$ cat src/rtl/pre_sched_pkg.sv
package pre_sched_pkg;
  typedef enum logic [1:0] {
    OP_ACT = 2'b00,
    OP_RD  = 2'b01,
    OP_WR  = 2'b10,
    OP_PRE = 2'b11
  } op_e;

  typedef enum logic [1:0] {
    BK_IDLE   = 2'b00,
    BK_ACTIVE = 2'b01,
    BK_PRECH  = 2'b10
  } bank_st_e;

  localparam int BURST_LEN = 4;

  // beats of a cut read that still reach the data bus: min(done, CL-1)
  function automatic logic [1:0] kept_beats(input logic [1:0] done, input logic cl3);
    logic [1:0] cap;
    cap = cl3 ? 2'd2 : 2'd1;
    return (done < cap) ? done : cap;
  endfunction

  // beats already on the bus before the current cycle, from beats still to come
  function automatic logic [1:0] beats_done(input logic [1:0] left);
    logic [2:0] d;
    d = 3'(BURST_LEN) - {1'b0, left};
    return d[1:0];
  endfunction
endpackage

$ cat src/rtl/pre_burst_trk.sv
module pre_burst_trk #(
  parameter int BW = 2
) (
  input  logic          clk,
  input  logic          rst_n,
  input  logic          col_go,
  input  logic          col_wr,
  input  logic          col_ap,
  input  logic [BW-1:0] col_bank,
  input  logic          pre_go,
  input  logic [BW-1:0] pre_bank,
  output logic [1:0]    left_o,
  output logic [BW-1:0] bank_o,
  output logic          wr_o,
  output logic          ap_o,
  output logic          trunc_hit
);
  logic [1:0]    left_q;
  logic [BW-1:0] bank_q;
  logic          wr_q, ap_q, busy;

  assign busy      = (left_q != 2'd0);
  assign trunc_hit = pre_go && busy && !wr_q && (bank_q == pre_bank);

  always_ff @(posedge clk) begin
    if (!rst_n) begin
      left_q <= 2'd0;
      bank_q <= '0;
      wr_q   <= 1'b0;
      ap_q   <= 1'b0;
    end else if (col_go) begin
      left_q <= 2'd3;
      bank_q <= col_bank;
      wr_q   <= col_wr;
      ap_q   <= col_ap;
    end else if (trunc_hit) begin
      left_q <= 2'd0;
    end else if (busy) begin
      left_q <= left_q - 2'd1;
    end
  end

  assign left_o = left_q;
  assign bank_o = bank_q;
  assign wr_o   = wr_q;
  assign ap_o   = ap_q;
endmodule

$ cat src/rtl/pre_bank_trk.sv
module pre_bank_trk
  import pre_sched_pkg::*;
#(
  parameter int TRDL = 2,
  parameter int TRP  = 3
) (
  input  logic       clk,
  input  logic       rst_n,
  input  logic       act_go,
  input  logic       pre_go,
  input  logic       col_go,
  input  logic       col_ap,
  input  logic       beat_old,
  input  logic       wr_beat_now,
  output logic [1:0] st_o,
  output logic       rdl_clr_o,
  output logic       ap_pend_o,
  output logic       ap_start_o
);
  localparam int RW = (TRDL < 2) ? 1 : $clog2(TRDL + 1);
  localparam int PW = $clog2(TRP + 1);

  bank_st_e      st_q;
  logic [RW-1:0] rdl_q;
  logic [PW-1:0] prc_q;
  logic          pend_q, ap_start;

  // internal precharge begins once the burst is off the bus and write recovery is done
  assign ap_start = pend_q && !beat_old && (rdl_q == '0);

  always_ff @(posedge clk) begin
    if (!rst_n) begin
      st_q   <= BK_IDLE;
      prc_q  <= '0;
      rdl_q  <= '0;
      pend_q <= 1'b0;
    end else begin
      if (act_go) begin
        st_q <= BK_ACTIVE;
      end else if ((pre_go && st_q == BK_ACTIVE) || ap_start) begin
        st_q  <= BK_PRECH;
        prc_q <= PW'(TRP - 1);
      end else if (st_q == BK_PRECH) begin
        if (prc_q <= PW'(1)) begin
          st_q  <= BK_IDLE;
          prc_q <= '0;
        end else begin
          prc_q <= prc_q - PW'(1);
        end
      end

      if (col_go && col_ap) pend_q <= 1'b1;
      else if (ap_start)    pend_q <= 1'b0;

      if (wr_beat_now)        rdl_q <= RW'(TRDL - 1);
      else if (rdl_q != '0)   rdl_q <= rdl_q - RW'(1);
    end
  end

  assign st_o       = st_q;
  assign rdl_clr_o  = (rdl_q == '0);
  assign ap_pend_o  = pend_q;
  assign ap_start_o = ap_start;
endmodule

$ cat src/rtl/sdram_pre_sched.sv
module sdram_pre_sched
  import pre_sched_pkg::*;
#(
  parameter int NB   = 4,
  parameter int TRDL = 2,
  parameter int TRP  = 3,
  localparam int BW  = $clog2(NB)
) (
  input  logic          clk,
  input  logic          rst_n,
  input  logic          cas_lat3,
  input  logic          req_valid,
  input  logic [1:0]    req_op,
  input  logic [BW-1:0] req_bank,
  input  logic          req_ap,
  output logic          req_ready,
  output logic          cmd_valid,
  output logic [1:0]    cmd_op,
  output logic [BW-1:0] cmd_bank,
  output logic          cmd_ap,
  output logic          trunc_valid,
  output logic [1:0]    trunc_beats
);
  logic [NB-1:0][1:0] bank_st;
  logic [NB-1:0]      rdl_clr, ap_pend, ap_start, wr_beat, old_wr_beat;
  logic [1:0]         b_left;
  logic [BW-1:0]      b_bank;
  logic               b_wr, b_ap, b_busy, trunc_hit;
  logic               go, is_col, col_go, pre_go, col_block;

  assign is_col    = (req_op == OP_RD) || (req_op == OP_WR);
  assign b_busy    = (b_left != 2'd0);
  assign col_block = |(ap_pend & ~ap_start);

  always_comb begin
    unique case (op_e'(req_op))
      OP_ACT:  req_ready = (bank_st[req_bank] == BK_IDLE);
      OP_RD,
      OP_WR:   req_ready = (bank_st[req_bank] == BK_ACTIVE) && !col_block;
      OP_PRE:  req_ready = (bank_st[req_bank] != BK_PRECH) && !ap_pend[req_bank]
                           && rdl_clr[req_bank] && !old_wr_beat[req_bank];
      default: req_ready = 1'b0;
    endcase
  end

  assign go     = req_valid && req_ready;
  assign col_go = go && is_col;
  assign pre_go = go && (req_op == OP_PRE);

  pre_burst_trk #(.BW(BW)) u_burst (
    .clk(clk), .rst_n(rst_n),
    .col_go(col_go), .col_wr(req_op == OP_WR), .col_ap(req_ap), .col_bank(req_bank),
    .pre_go(pre_go), .pre_bank(req_bank),
    .left_o(b_left), .bank_o(b_bank), .wr_o(b_wr), .ap_o(b_ap), .trunc_hit(trunc_hit)
  );

  for (genvar b = 0; b < NB; b++) begin : g_bank
    logic hit, beat_old;
    assign hit            = (req_bank == BW'(b));
    assign beat_old       = b_busy && (b_bank == BW'(b));
    assign old_wr_beat[b] = beat_old && b_wr;
    // an accepted column command takes the bus, so the old burst loses this beat
    assign wr_beat[b]     = (old_wr_beat[b] && !col_go) || (col_go && hit && req_op == OP_WR);

    pre_bank_trk #(.TRDL(TRDL), .TRP(TRP)) u_bank (
      .clk(clk), .rst_n(rst_n),
      .act_go(go && hit && req_op == OP_ACT),
      .pre_go(pre_go && hit),
      .col_go(col_go && hit),
      .col_ap(req_ap),
      .beat_old(beat_old),
      .wr_beat_now(wr_beat[b]),
      .st_o(bank_st[b]),
      .rdl_clr_o(rdl_clr[b]),
      .ap_pend_o(ap_pend[b]),
      .ap_start_o(ap_start[b])
    );
  end

  assign cmd_valid   = go;
  assign cmd_op      = req_op;
  assign cmd_bank    = req_bank;
  assign cmd_ap      = req_ap && is_col;
  assign trunc_valid = trunc_hit;
  assign trunc_beats = trunc_hit ? kept_beats(beats_done(b_left), cas_lat3) : 2'd0;
endmodule

$ cat config.mk
export PLATFORM = sky130hd
export DESIGN_NAME = sdram_pre_sched
export DESIGN_NICKNAME = d
export VERILOG_FILES = /design/src/rtl/pre_sched_pkg.sv /design/src/rtl/pre_burst_trk.sv /design/src/rtl/pre_bank_trk.sv /design/src/rtl/sdram_pre_sched.sv
export SDC_FILE = /design/constraint.sdc
export NUM_CORES = 1
export LEC_CHECK = 0
export BUFFER_PORTS_ARGS = -buffer_cell sky130_fd_sc_hd__buf_2
export CORE_ASPECT_RATIO = 1.1
export CORE_MARGIN = 2
export CORE_UTILIZATION = 50
export CTS_BUF_LIST = sky130_fd_sc_hd__clkbuf_4 sky130_fd_sc_hd__clkbuf_8 sky130_fd_sc_hd__clkbuf_16
export CTS_CLUSTER_DIAMETER = 60
export DETAILED_ROUTE_END_ITERATION = 12
export PLACE_DENSITY = 0.67
export SLEW_MARGIN = 20
export SYNTH_ARGS = -nofsm -noshare
export SYNTH_HDL_FRONTEND = slang
export SYNTH_HIERARCHICAL = 1
export SYNTH_SLANG_ARGS = --single-unit
$ cat constraint.sdc
create_clock -name clk -period 4.6 [get_ports clk]
set_input_delay 0.92 -clock clk [delete_from_list [all_inputs] [get_ports clk]]
set_output_delay 0.92 -clock clk [all_outputs]
set_load 0.1 [all_outputs]
==> run_summary.xml <==
<?xml version="1.0" encoding="UTF-8"?>
<metrics>
  <group name="detailed_routing">
    <metric name="totalWireLength" unit="mm">4.73</metric>
    <metric name="drt_iter0_markers" unit="">109</metric>
    <metric name="first_pass_iters" unit="">4</metric>
    <metric name="routedWlPerCell" unit="um">14.6</metric>
    <metric name="drcViolationCount" unit="">0</metric>
    <metric name="avgViaCountPerCell" unit="">5.65</metric>
    <metric name="dr_total_vias" unit="">1836</metric>
    <metric name="antenna_left" unit="">0</metric>
  </group>
  <group name="clocking">
    <metric name="cts-htree-levels" unit="">2</metric>
    <metric name="tritoncts.num_buffers" unit="">5</metric>
    <metric name="clk_latency" unit="ns">0.29</metric>
    <metric name="hold_fix_buffer_count_after_cts" unit="">0</metric>
    <metric name="number_of_clock_sinks" unit="">33</metric>
    <metric name="clock-root-buffer" unit="">sky130_fd_sc_hd__clkbuf_8</metric>
    <metric name="tritoncts" unit="">built</metric>
    <metric name="max-clock-path-buffers" unit="">2</metric>
    <metric name="clk_transition_reported_paths" unit="ns">0.07</metric>
  </group>
  <group name="global_route">
    <metric name="grt_start_max_net_pins" unit="">16</metric>
    <metric name="grt_usage" unit="%">21.7</metric>
    <metric name="grt_antenna_before_repair" unit="">0</metric>
    <metric name="global_route_wire_length_before_repair" unit="mm">8.05</metric>
    <metric name="grt-ovfl-total" unit="">0</metric>
    <metric name="first_global_vias" unit="">1701</metric>
  </group>
  <group name="sta">
    <metric name="hold-worst-slack" unit="ns">0.506</metric>
    <metric name="pnr_worst_setup_slack" unit="ns">0.184</metric>
    <metric name="finalSetupViolCount" unit="">0</metric>
    <metric name="finalClockSkew" unit="ns">0.00315</metric>
    <metric name="slew-limit-headroom" unit="%">50.6</metric>
    <metric name="max_freq" unit="GHz">0.226</metric>
    <metric name="setup_repair_after_global_routing_missed_its_margin" unit="">false</metric>
    <metric name="hold_viol" unit="">0</metric>
    <metric name="timing_worst_slew_pin_value" unit="ns">0.736</metric>
    <metric name="final_max_slew_viol_count" unit="">0</metric>
    <metric name="period_minus_slack" unit="ns">4.42</metric>
    <metric name="period_share" unit="%">96.0</metric>
  </group>
  <group name="synth">
    <metric name="synth_area_per_cell" unit="um^2">8.57</metric>
    <metric name="synthesis.yosys.warnings" unit="">6</metric>
    <metric name="postSynthCellCount" unit="">249</metric>
    <metric name="synth_area" unit="mm^2">0.00213</metric>
    <metric name="net_count_after_synthesis" unit="">267</metric>
  </group>
  <group name="critical_path">
    <metric name="worst-path-max-fanout" unit="">3</metric>
    <metric name="critical_path.cell_chain" unit="">buf_2 &gt; mux4_2 &gt; mux2_4 &gt; o32ai_4 &gt; nand3_2 &gt; inv_1 &gt; or3b_4 &gt; nor3b_4 &gt; and3_4 &gt; buf_12</metric>
    <metric name="timing.critical_path.max_delay_family" unit="">simple AND/OR/NAND/NOR gates</metric>
    <metric name="slowest_delay" unit="ns">0.55</metric>
    <metric name="cp_num_buf_inv" unit="">3</metric>
    <metric name="cp-start-kind" unit="">input port</metric>
    <metric name="cp_slowest_cell" unit="">sky130_fd_sc_hd__mux4_2</metric>
    <metric name="crit_path_end_kind" unit="">output pin</metric>
    <metric name="timing.setup.critical_path_class" unit="">input port to output pin</metric>
    <metric name="cp_data_arrival_time" unit="ns">3.50</metric>
    <metric name="cp_required" unit="ns">3.68</metric>
  </group>
  <group name="layout">
    <metric name="layout.filler_cells" unit="">374</metric>
    <metric name="final_net_count" unit="">290</metric>
    <metric name="synthToLayoutAreaGrowth" unit="%">15.1</metric>
    <metric name="insertedDiodeCount" unit="">0</metric>
    <metric name="layout-drive-gt1-share" unit="%">18.7</metric>
  </group>
  <group name="placed_design">
    <metric name="detailedPlacementHpwl" unit="mm">3.43</metric>
    <metric name="number_of_port_buffers" unit="">18</metric>
    <metric name="gp_congestion" unit="">0.892</metric>
    <metric name="place_ws" unit="ns">0.166</metric>
  </group>
  <group name="floorplanning">
    <metric name="design.core.area" unit="mm^2">0.00402</metric>
    <metric name="pin_count" unit="">19</metric>
    <metric name="initial_core_util" unit="%">53.0</metric>
    <metric name="die_width" unit="um">66.3</metric>
    <metric name="placement_rows" unit="">24</metric>
    <metric name="floorplan.die_area" unit="mm^2">0.00481</metric>
    <metric name="die_height" unit="um">72.5</metric>
  </group>
  <group name="status">
    <metric name="outcome" unit="">finished, final reports clean</metric>
  </group>
  <group name="pwr">
    <metric name="worst_ir_drop_vdd" unit="V">0.000209</metric>
    <metric name="power_leakage" unit="uW">0.000957</metric>
    <metric name="power_per_cell_area" unit="mW/mm^2">395</metric>
  </group>
  <group name="flow_run">
    <metric name="cap_violations" unit="">0</metric>
  </group>
  <group name="worst_hold_path">
    <metric name="holdCritPathClass" unit="">flop to flop</metric>
  </group>
</metrics>
power by group:
group / internal, uW / switching [uW] / total [uW]
logic: 160 / 224 / 384
registers: 327 / 30.7 / 358
clock network: 119 / 109 / 228
total: 606 / 365 / 970
worst register-to-register path: cells and delay by family (launching register included):
family,cells,cell delay [ns]
AND/OR/NAND/NOR,5,0.65
buffers and inverters,5,0.68
adder cells (fa/ha/maj),1,0.26
AO/OA/AOI/OAI,3,0.66
multiplexers,1,0.37
flip-flops,1,0.36
through the flow:
step	area [um^2]	std cells	total power, uW	utilization, %	setup TNS, ns
CTS	2420	322	971	60.3	0
global placement	2330	314	731	58.0	0
global route	2460	325	1050	61.1	0
floorplan	2170	249	667	-	-3.27
finish	2460	325	970	61.1	0
detailed placement	2330	314	738	58.0	0
worst paths after layout:
check             slack, ns                         to  cells after the start                 startpoint
setup reg to reg       1.57  g_bank[2].u_bank/rdl_q[0]                     15          u_burst/left_o[0]
setup / recovery       0.18             trunc_beats[1]                     10                req_bank[0]
hold reg to reg        0.51  g_bank[1].u_bank/prc_q[0]                      2  g_bank[1].u_bank/prc_q[1]
hold / removal         0.51  g_bank[1].u_bank/prc_q[0]                      2  g_bank[1].u_bank/prc_q[1]
cells in the final DEF (no fill, tap or decap), types with 5 or more instances in the layout:
cell type and n:
sky130_fd_sc_hd__nor2_1 32, sky130_fd_sc_hd__xnor2_1 7, sky130_fd_sc_hd__buf_2 15, sky130_fd_sc_hd__nand2b_1 5
sky130_fd_sc_hd__a21oi_1 8, sky130_fd_sc_hd__clkbuf_8 5, sky130_fd_sc_hd__buf_4 7, sky130_fd_sc_hd__dfxtp_1 33
sky130_fd_sc_hd__inv_1 32, sky130_fd_sc_hd__nor2b_1 11, sky130_fd_sc_hd__mux2i_1 6, sky130_fd_sc_hd__nand3b_1 11
sky130_fd_sc_hd__nor3_1 7, sky130_fd_sc_hd__o21ai_0 6, sky130_fd_sc_hd__ha_1 8, sky130_fd_sc_hd__nand2_1 8
sky130_fd_sc_hd__a31oi_1 8
flip-flops by register name (all words and copies together), names as in the netlist:
signal	count
g_bank.u_bank/ap_pend_o	4
g_bank.u_bank/prc_q	8
g_bank.u_bank/rdl_q	8
g_bank.u_bank/st_o	8
u_burst/bank_o	2
u_burst/left_o	2
u_burst/wr_o	1
layer usage:
metal | vias up | global-route usage [%] | part of all wire [%]
li1 | 921 | - | -
met2 | 45 | 34.3 | 47
met5 | - | 0 | 0
met3 | 5 | 4.96 | 4.6
met1 | 865 | 28.0 | 47
met4 | 0 | 10.2 | 1.4
final cells by class:
type	count	area, um^2	share of cell area, %
clock buffer	7	83.8	3.41
clock inverter	1	7.51	0.305
inverter	32	120	4.89
multi-input combinational	175	1330	54.2
sequential	33	661	26.9
tap	52	65.1	2.65
timing repair buffer	25	188	7.64
repair_timing:
action / CTS / global route
gates resized for setup: 0 / 2
buffers inserted: 0 / 3
endpoints found under the hold margin: 0 / 0
setup endpoints to repair: 0 / 2
Note: power is estimated with default switching activity, not from simulation.
